**src/rtl/idle_seq_pkg.sv**
```systemverilog
`timescale 1ns/1ps
package idle_seq_pkg;
  typedef enum logic [1:0] {
    ST_RUN  = 2'd0,
    ST_LITE = 2'd2,
    ST_DEEP = 2'd3
  } idle_state_t;

  localparam int STS_BM_BIT = 2;

  function automatic logic is_idle(idle_state_t s);
    return s != ST_RUN;
  endfunction
endpackage

```
**src/rtl/idle_bus_decode.sv**
```systemverilog
`timescale 1ns/1ps
module idle_bus_decode
  import idle_seq_pkg::*;
#(
  parameter int ADDR_W = 8,
  parameter int DATA_W = 32,
  parameter logic [ADDR_W-1:0] STS_ADDR  = 'h10,
  parameter logic [ADDR_W-1:0] LVL2_ADDR = 'h14,
  parameter logic [ADDR_W-1:0] LVL3_ADDR = 'h15
) (
  input  logic              clk,
  input  logic              rst,
  input  logic              bus_rd,
  input  logic              bus_wr,
  input  logic [ADDR_W-1:0] bus_addr,
  input  logic [DATA_W-1:0] bus_wdata,
  input  idle_state_t       cur_state,
  input  logic              bm_req,
  output logic              ent_lite,
  output logic              ent_deep,
  output logic              bm_sts,
  output logic [DATA_W-1:0] rdata
);
  logic hit_sts, hit_l2, hit_l3, clr_bm;
  logic wdata_unused;

  assign hit_sts  = bus_addr == STS_ADDR;
  assign hit_l2   = bus_addr == LVL2_ADDR;
  assign hit_l3   = bus_addr == LVL3_ADDR;
  assign ent_lite = bus_rd && hit_l2;
  assign ent_deep = bus_rd && hit_l3;
  assign clr_bm   = bus_wr && hit_sts && bus_wdata[STS_BM_BIT];
  assign wdata_unused = ^{bus_wdata[DATA_W-1:STS_BM_BIT+1], bus_wdata[STS_BM_BIT-1:0]};

  always_ff @(posedge clk) begin
    if (rst) begin
      bm_sts <= 1'b0;
    end else if (bm_req) begin
      bm_sts <= 1'b1;
    end else if (clr_bm) begin
      bm_sts <= 1'b0;
    end
  end

  always_ff @(posedge clk) begin
    if (rst) begin
      rdata <= '0;
    end else begin
      rdata <= '0;
      if (bus_rd && hit_sts) begin
        rdata[1:0]        <= cur_state;
        rdata[STS_BM_BIT] <= bm_sts;
      end
    end
  end

  assert_bm_sticky_R6: assert property (@(posedge clk) disable iff (rst)
    bm_req |=> bm_sts);
  assert_bm_hold_R6: assert property (@(posedge clk) disable iff (rst)
    (bm_sts && !bus_wr) |=> bm_sts);
  assert_entry_read_zero_R9: assert property (@(posedge clk) disable iff (rst)
    (bus_rd && (hit_l2 || hit_l3)) |=> (rdata == '0));
endmodule

```
**src/rtl/idle_state_fsm.sv**
```systemverilog
`timescale 1ns/1ps
module idle_state_fsm
  import idle_seq_pkg::*;
(
  input  logic        clk,
  input  logic        rst,
  input  logic        ent_lite,
  input  logic        ent_deep,
  input  logic        irq_pending,
  input  logic        bm_req,
  input  logic        bm_reload_en,
  output idle_state_t state
);
  idle_state_t nxt;

  always_comb begin
    nxt = state;
    unique case (state)
      ST_RUN: begin
        if (!irq_pending) begin
          if (ent_deep)      nxt = ST_DEEP;
          else if (ent_lite) nxt = ST_LITE;
        end
      end
      ST_LITE: if (irq_pending) nxt = ST_RUN;
      ST_DEEP: if (irq_pending || (bm_req && bm_reload_en)) nxt = ST_RUN;
      default: nxt = ST_RUN;
    endcase
  end

  always_ff @(posedge clk) begin
    if (rst) state <= ST_RUN;
    else     state <= nxt;
  end

  assert_irq_wakes_R3: assert property (@(posedge clk) disable iff (rst)
    (is_idle(state) && irq_pending) |=> (state == ST_RUN));
  assert_irq_blocks_entry_R3: assert property (@(posedge clk) disable iff (rst)
    (state == ST_RUN && irq_pending) |=> (state == ST_RUN));
  assert_deep_reload_exit_R4: assert property (@(posedge clk) disable iff (rst)
    (state == ST_DEEP && bm_req && bm_reload_en) |=> (state == ST_RUN));
  assert_deep_no_reload_R4: assert property (@(posedge clk) disable iff (rst)
    (state == ST_DEEP && !irq_pending && !bm_reload_en) |=> (state == ST_DEEP));
  assert_lite_holds_R5: assert property (@(posedge clk) disable iff (rst)
    (state == ST_LITE && !irq_pending) |=> (state == ST_LITE));
endmodule

```
**src/rtl/idle_ctrl_outs.sv**
```systemverilog
`timescale 1ns/1ps
module idle_ctrl_outs
  import idle_seq_pkg::*;
(
  input  logic        clk,
  input  logic        rst,
  input  idle_state_t state,
  input  logic        bm_req,
  input  logic        arb_disable,
  output logic        clk_stop,
  output logic        deep_sleep,
  output logic        bm_gate
);
  always_ff @(posedge clk) begin
    if (rst) begin
      clk_stop   <= 1'b0;
      deep_sleep <= 1'b0;
      bm_gate    <= 1'b0;
    end else begin
      clk_stop   <= is_idle(state);
      deep_sleep <= state == ST_DEEP;
      bm_gate    <= bm_req && !arb_disable;
    end
  end

  assert_run_clock_R2: assert property (@(posedge clk) disable iff (rst)
    (state == ST_RUN && $past(state) == ST_RUN) |-> !clk_stop);
  assert_deep_implies_stop_R8: assert property (@(posedge clk) disable iff (rst)
    deep_sleep |-> clk_stop);
  assert_arb_blocks_R7: assert property (@(posedge clk) disable iff (rst)
    arb_disable |=> !bm_gate);
endmodule

```
**src/rtl/idle_seq.sv**
```systemverilog
`timescale 1ns/1ps
module idle_seq
  import idle_seq_pkg::*;
#(
  parameter int ADDR_W = 8,
  parameter int DATA_W = 32,
  parameter logic [ADDR_W-1:0] STS_ADDR  = 'h10,
  parameter logic [ADDR_W-1:0] LVL2_ADDR = 'h14,
  parameter logic [ADDR_W-1:0] LVL3_ADDR = 'h15
) (
  input  logic              clk,
  input  logic              rst,
  input  logic              bus_rd,
  input  logic              bus_wr,
  input  logic [ADDR_W-1:0] bus_addr,
  input  logic [DATA_W-1:0] bus_wdata,
  output logic [DATA_W-1:0] bus_rdata,
  input  logic              irq_pending,
  input  logic              bm_req,
  input  logic              bm_reload_en,
  input  logic              arb_disable,
  output logic              clk_stop,
  output logic              deep_sleep,
  output logic              bm_status,
  output logic              bm_gate
);
  idle_state_t state;
  logic ent_lite, ent_deep;

  idle_bus_decode #(
    .ADDR_W(ADDR_W), .DATA_W(DATA_W),
    .STS_ADDR(STS_ADDR), .LVL2_ADDR(LVL2_ADDR), .LVL3_ADDR(LVL3_ADDR)
  ) u_dec (
    .clk(clk), .rst(rst), .bus_rd(bus_rd), .bus_wr(bus_wr),
    .bus_addr(bus_addr), .bus_wdata(bus_wdata), .cur_state(state),
    .bm_req(bm_req), .ent_lite(ent_lite), .ent_deep(ent_deep),
    .bm_sts(bm_status), .rdata(bus_rdata)
  );

  idle_state_fsm u_fsm (
    .clk(clk), .rst(rst), .ent_lite(ent_lite), .ent_deep(ent_deep),
    .irq_pending(irq_pending), .bm_req(bm_req),
    .bm_reload_en(bm_reload_en), .state(state)
  );

  idle_ctrl_outs u_out (
    .clk(clk), .rst(rst), .state(state), .bm_req(bm_req),
    .arb_disable(arb_disable), .clk_stop(clk_stop),
    .deep_sleep(deep_sleep), .bm_gate(bm_gate)
  );

  initial begin
    assert_params_R9: assert (DATA_W >= 8 && ADDR_W >= 2);
  end
endmodule

```
**config.mk**
```make
export PLATFORM = sky130hd
export DESIGN_NAME = idle_seq
export DESIGN_NICKNAME = d
export VERILOG_FILES = /design/src/rtl/idle_seq_pkg.sv /design/src/rtl/idle_bus_decode.sv /design/src/rtl/idle_state_fsm.sv /design/src/rtl/idle_ctrl_outs.sv /design/src/rtl/idle_seq.sv
export SDC_FILE = /design/constraint.sdc
export NUM_CORES = 1
export LEC_CHECK = 0
export BUFFER_PORTS_ARGS = -buffer_cell sky130_fd_sc_hd__buf_2
export CORE_MARGIN = 2
export CORE_UTILIZATION = 32
export CTS_BUF_LIST = sky130_fd_sc_hd__clkbuf_8
export CTS_CLUSTER_SIZE = 20
export DETAILED_ROUTE_END_ITERATION = 8
export PLACE_DENSITY = 0.87
export SLEW_MARGIN = 0
export SYNTH_ARGS = -nofsm -noshare
export SYNTH_HDL_FRONTEND = slang
export SYNTH_SLANG_ARGS = --single-unit
```
**constraint.sdc**
```tcl
create_clock -name clk -period 2.8 [get_ports clk]
set_input_delay 0.56 -clock clk [delete_from_list [all_inputs] [get_ports clk]]
set_output_delay 0.56 -clock clk [all_outputs]
set_load 0.05 [all_outputs]
```
==> results of run 1 <==
-- report_power, final --
part | total [W] | internal [W] | switching (W)
combinational | 0.000112 | 0.0000130 | 0.0000993
clock | 0.000145 | 0.0000953 | 0.0000496
sequential | 0.000131 | 0.000130 | 0.000000761
-- critical path, stage by stage --
cell and delay (ns):
buf_2 0.10, or4_1 0.57, nor4b_2 0.31, and2_1 0.18
-- cell type report --
| class | count | area (um^2) | area share [%] |
|---|---|---|---|
| Timing Repair Buffer | 23 | 115 | 18.4 |
| Clock inverter | 1 | 3.75 | 0.600 |
| Multi-Input combinational cell | 52 | 260 | 41.6 |
| Sequential cell | 9 | 180 | 28.8 |
| Inverter | 1 | 3.75 | 0.600 |
| Tap cell | 17 | 21.3 | 3.40 |
| Clock buffer | 3 | 41.3 | 6.60 |
-- per-stage QoR --
stage | instance area, um^2 | power (W) | std cells | hold WS [ns] | setup WS (ns)
after floorplan | 662 | 0.000261 | 91 | 0.474 | 1.23
after global placement | 581 | 0.000244 | 102 | 0.465 | 1.07
after detailed placement | 581 | 0.000245 | 102 | 0.474 | 1.02
after CTS | 626 | 0.000391 | 106 | 0.480 | 1.26
after global routing | 626 | 0.000402 | 106 | 0.484 | 1.20
final | 626 | 0.000388 | 106 | 0.481 | 1.25
-- sequential cells by signal, indices dropped and copies added (netlist names) --
signal / cells
u_dec.bm_sts: 1
u_dec.rdata: 3
u_fsm.state: 2
u_out.bm_gate: 1
u_out.clk_stop: 1
u_out.deep_sleep: 1
-- path summary, 6_finish.rpt --
path,cells past startpoint,endpoint
setup / recovery,4,u_dec.rdata[1]
hold / removal,2,u_out.bm_gate
setup reg to reg,3,u_fsm.state[0]
hold reg to reg,1,u_dec.rdata[2]
-- cell usage in the layout, fill, tap and decap left out, drive strengths merged, types with 2 or more instances in the layout --
cell type / instances
and2: 3
buf: 23
clkbuf: 3
conb: 29
dfxtp: 9
inv: 2
nand2: 3
nor2: 4
nor4b: 2
-- cell families (layout without fill, tap and decap cells) --
group	count (synthesis)	count (layout)
buffers and inverters	30	28
AND/OR/NAND/NOR	21	21
flip-flops	9	9
AO/OA/AOI/OAI	2	2
other	1	29
-- layer usage --
layer / vias to the layer above / part of all wire [%] / track usage [%]
li1: 200 / - / -
met1: 174 / 37 / 6.95
met2: 36 / 44 / 14.1
met3: 2 / 16 / 2.38
met4: 0 / 3.4 / 10.3
met5: - / 0 / 0
==> run_results.csv, run 1 <==
group,metric,value,unit
global_route,grt-ovfl-total,0,
run_status,status,"completed",
synthesis,netlist_instances,63,
synthesis,synth.most_common_cell,"buf_4",
clocking,clock-root-buffer,"clkbuf_8",
setup_path,critPathMaxFanout,3,
die,die_height,45.7,um
clocking,postCtsHoldBufs,0,
detailed_routing,first_pass_iters,3,
synthesis,yosysSeqAreaShare,32.4,%
synthesis,synth_compound_area_share,2.02,%
min_path,min_from,"arb_disable",
die,ios,84,
clocking,clk_pin_slew,0.04,ns
pwr,peakVddDrop,0.218,mV
cells_and_area,drive_gt1_share,31.5,%
synthesis,synth_top_family_by_area,"buffers and inverters",
pwr,p_leak,0.350,nW
global_route,grt.total_usage,8.35,%
clocking,cts_resized,0,
detailed_routing,drcViolationCount,0,
setup_path,r2r_start,"u_fsm.state[0]",
clocking,postCtsSetupBuffers,0,
job,drv_cap,0,
sta,hold_viol,0,
synthesis,synth-edff-count,0,
die,die-area,2090,um^2
setup_path,crit_path_end_kind,"register",
synthesis,synth_area_leaders,"buf_4, dfxtp_1, and2_1",
cells_and_area,nFillCells,179,
die,rows,15,
place,place_congestion,0.787,
clocking,cts_tree,"built",
synthesis,synth_top_area_share,39.1,%
setup_path,critPathKind,"in -> reg",
synthesis,synthAdderAreaFrac,0,%
sta,setup_tns,0,ns
cells_and_area,nets,138,
place,hpwlAfterDp,718,um
clocking,clockBufferDepth,2,
global_route,antenna_found_initial,0,
setup_path,rrSetupSlack,1.79,ns
detailed_routing,first_iter_violations,1,
setup_path,cp_data_arrival_time,1.72,ns
detailed_routing,via_per_inst,3.89,
global_route,grt_pass1_wl,1150,um
synthesis,synth_xor_area_share,0,%
setup_path,required,2.98,ns
detailed_routing,routedWlPerCell,8.09,um
synthesis,async_reset_ff_share,0,%
detailed_routing,vias,412,
synthesis,ys_ff_latch,9,
sta,slew_violations,0,
clocking,clk_latency,0.23,ns
cells_and_area,areaGrowthSynthToFinish,12.4,%
die,start_util,33.0,%
detailed_routing,drt-total-wl,858,um
synthesis,yosys_warnings,0,
min_path,min_path_type,"in -> reg",
die,die_x,45.7,um
sta,finalSetupViolCount,0,
synthesis,synthFlopType,"dfxtp_1",
clocking,cts_buffers,3,
sta,grt_setup_unrepaired,"no",
sta,max_freq,647,MHz
cells_and_area,final_util,37.0,%
cells_and_area,antennaDiodeCount,0,
setup_path,startpoint,"bus_addr[0]",
clocking,clock_sinks,9,
sta,min_period_over_period,55.2,%
synthesis,syn_area_per_cell,8.84,um^2
sta,min_period,1.55,ns
synthesis,synth_area,557,um^2
place,io_buffer_count,23,
pwr,powerDensity,621,nW/um^2
synthesis,synth.largest_area_cell,"buf_4",
setup_path,crit_path_start_kind,"input port",
clocking,htree_levels,1,
synthesis,synthSimpleGateAreaFrac,25.2,%
detailed_routing,postRouteAntennaNets,0,
synthesis,synthTopCellsByCount,"buf_4, dfxtp_1, nor2_1",
synthesis,synthDistinctLibCells,20,
synthesis,synth_mux_area_share,0,%
global_route,grt_start_max_net_pins,8,
sta,finalClockSkew,0.000432,ns
global_route,grt_pass1_vias,299,
die,fp.coreArea,1690,um^2
(Power assumes the default switching activity.)
==> run 2: changes to the inputs <==
- ABC_AREA: not set -> 1
- CORE_UTILIZATION: 32 -> 27
- PLACE_DENSITY: 0.87 -> 0.77
- clock period: 2.8 -> 1.4 ns (I/O delays scaled with it)
==> run_results.csv, run 2 <==
group,metric,value,unit
pwr,power.share.sequential,33.4,%
setup_path,slowest_delay,0.32,ns
clocking,postCtsSetupBuffers,0,
pwr,powerDensity,1210,nW/um^2
die,die-area,2490,um^2
detailed_routing,drcViolationCount,0,
synthesis,synth_top_area_share,38.2,%
global_route,grt-ovfl-total,0,
place,place_congestion,0.727,
pwr,swShare,39.3,%
global_route,grt_start_max_net_pins,6,
clocking,cts_tree,"built",
detailed_routing,via_per_inst,3.54,
synthesis,synth-edff-count,0,
sta,finalClockSkew,0.00282,ns
synthesis,async_reset_ff_share,0,%
synthesis,synth_area_leaders,"buf_4, dfxtp_1, nand2_1",
die,start_util,28.7,%
setup_path,crit_path_top_delay_cell,"dfxtp_1",
die,die_x,49.9,um
synthesis,synthFlopType,"dfxtp_1",
clocking,clk_latency,0.23,ns
job,drv_cap,0,
sta,grt_setup_unrepaired,"no",
pwr,p_int,0.000477,W
cells_and_area,largest_reg_flops,3,
sta,slew_violations,0,
min_path,min_path_type,"in -> reg",
clocking,clk_pin_slew,0.04,ns
sta,min_period_over_period,78.0,%
cells_and_area,mostFrequentLayoutCells,"conb_1, buf_2, nand2_1",
place,io_buffer_count,23,
synthesis,yosys_warnings,0,
detailed_routing,routedWlPerCell,7.15,um
setup_path,worst-path-buf-inv,1,
synthesis,synth_area,569,um^2
pwr,p_switching,0.000309,W
clocking,postCtsHoldBufs,0,
cells_and_area,design_area,651,um^2
cells_and_area,drive_gt1_share,25.7,%
sta,max_freq,915,MHz
die,ios,84,
pwr,comb_power_share,29.5,%
setup_path,critPathKind,"reg -> out",
synthesis,synthDistinctLibCells,13,
clocking,htree_levels,1,
sta,min_period,1.09,ns
global_route,grt_pass1_vias,359,
cells_and_area,antennaDiodeCount,0,
clocking,clockBufferDepth,2,
clocking,cts_buffers,3,
pwr,pwr-share-clk,37.1,%
setup_path,crit_chain,"buf_2",
setup_path,critPathMaxFanout,2,
cells_and_area,nets,154,
synthesis,syn_area_per_cell,7.21,um^2
global_route,grt.total_usage,7.95,%
cells_and_area,mostFrequentLayoutCell,"conb_1",
clocking,cts_resized,0,
global_route,grt_pass1_wl,1410,um
die,fp.coreArea,1980,um^2
clocking,clock_sinks,9,
place,placed_area,606,um^2
detailed_routing,first_pass_iters,4,
setup_path,crit_path_start_kind,"register",
die,die_height,49.9,um
clocking,clock-root-buffer,"clkbuf_8",
run_status,status,"completed",
setup_path,crit_path_end_kind,"output port",
synthesis,synthTopCellsByCount,"buf_4, nand2_1, dfxtp_1, nor2_1, inv_1",
setup_path,required,1.12,ns
cells_and_area,top_regs,"u_dec.rdata (3), u_fsm.state (2)",
synthesis,yosysSeqAreaShare,31.6,%
synthesis,synth.most_common_cell,"buf_4",
pwr,p_leak,0.385,nW
cells_and_area,areaGrowthSynthToFinish,14.3,%
detailed_routing,vias,467,
cells_and_area,top_register,"u_dec.rdata",
synthesis,netlist_instances,79,
place,hpwlAfterDp,818,um
detailed_routing,first_iter_violations,3,
detailed_routing,postRouteAntennaNets,0,
die,rows,16,
setup_path,cp_data_arrival_time,0.81,ns
setup_path,cp_top_family,"flip-flops",
synthesis,ys_ff_latch,9,
sta,hold_viol,0,
global_route,antenna_found_initial,0,
synthesis,synth.largest_area_cell,"buf_4",
detailed_routing,drt-total-wl,944,um
sta,setup_tns,0,ns
cells_and_area,final_util,32.8,%
sta,finalSetupViolCount,0,
pwr,peakVddDrop,0.352,mV
==> run 2: final timing paths <==
path                   from              to  slack, ns  cells past startpoint
min reg2reg    u_dec.bm_sts  u_dec.rdata[2]       0.45                      2
max reg2reg  u_fsm.state[0]  u_fsm.state[0]       0.53                      5
max            u_dec.bm_sts       bm_status       0.31                      1
min             arb_disable   u_out.bm_gate       0.20                      2
==> run 2: area by class of cell <==
cell class | instances | area [um^2]
inverter | 8 | 30.0
fill | 234 | 1330
timing repair buffer | 23 | 115
sequential | 9 | 180
clock buffer | 3 | 41.3
multi-input combinational | 61 | 246
clock inverter | 1 | 3.75
tap | 27 | 33.8
==> run 2: power groups by stage <==
stage | combinational (W) | sequential [W] | clock [W]
floorplan | 0.000248 | 0.000281 | 0
global placement | 0.000229 | 0.000267 | 0
detailed placement | 0.000230 | 0.000267 | 0
CTS | 0.000231 | 0.000263 | 0.000298
global route | 0.000243 | 0.000263 | 0.000318
finish | 0.000232 | 0.000263 | 0.000292
==> run 2: through the flow <==
stage / instances / hold WS [ns] / setup slack [ns] / total power [W]
4_1_cts: 132 / 0.195 / 0.297 / 0.000791
3_3_place_gp: 128 / 0.442 / 0.401 / 0.000496
2_1_floorplan: 107 / 0.349 / 0.446 / 0.000529
5_1_grt: 132 / 0.210 / 0.256 / 0.000824
3_5_place_dp: 128 / 0.441 / 0.374 / 0.000497
6_report: 132 / 0.198 / 0.307 / 0.000786
==> run 2: layer usage <==
metal,part of all wire [%],routed length (um),track usage (%)
met1,34,320,7.33
met2,44,415,12.2
met3,18,170,3.94
met4,3.9,37,8.33
met5,0,0,0
==> run 2: logic make-up (layout without fill, tap and decap cells) <==
logic type             after synthesis  in the layout  share of synthesized area (%)
AOI/OAI and AO/OA                    3              3                           2.64
buffers and inverters               37             35                           43.5
and+or+nand+nor                     29             29                           21.5
other                                1             29                          0.659
DFF                                  9              9                           31.6
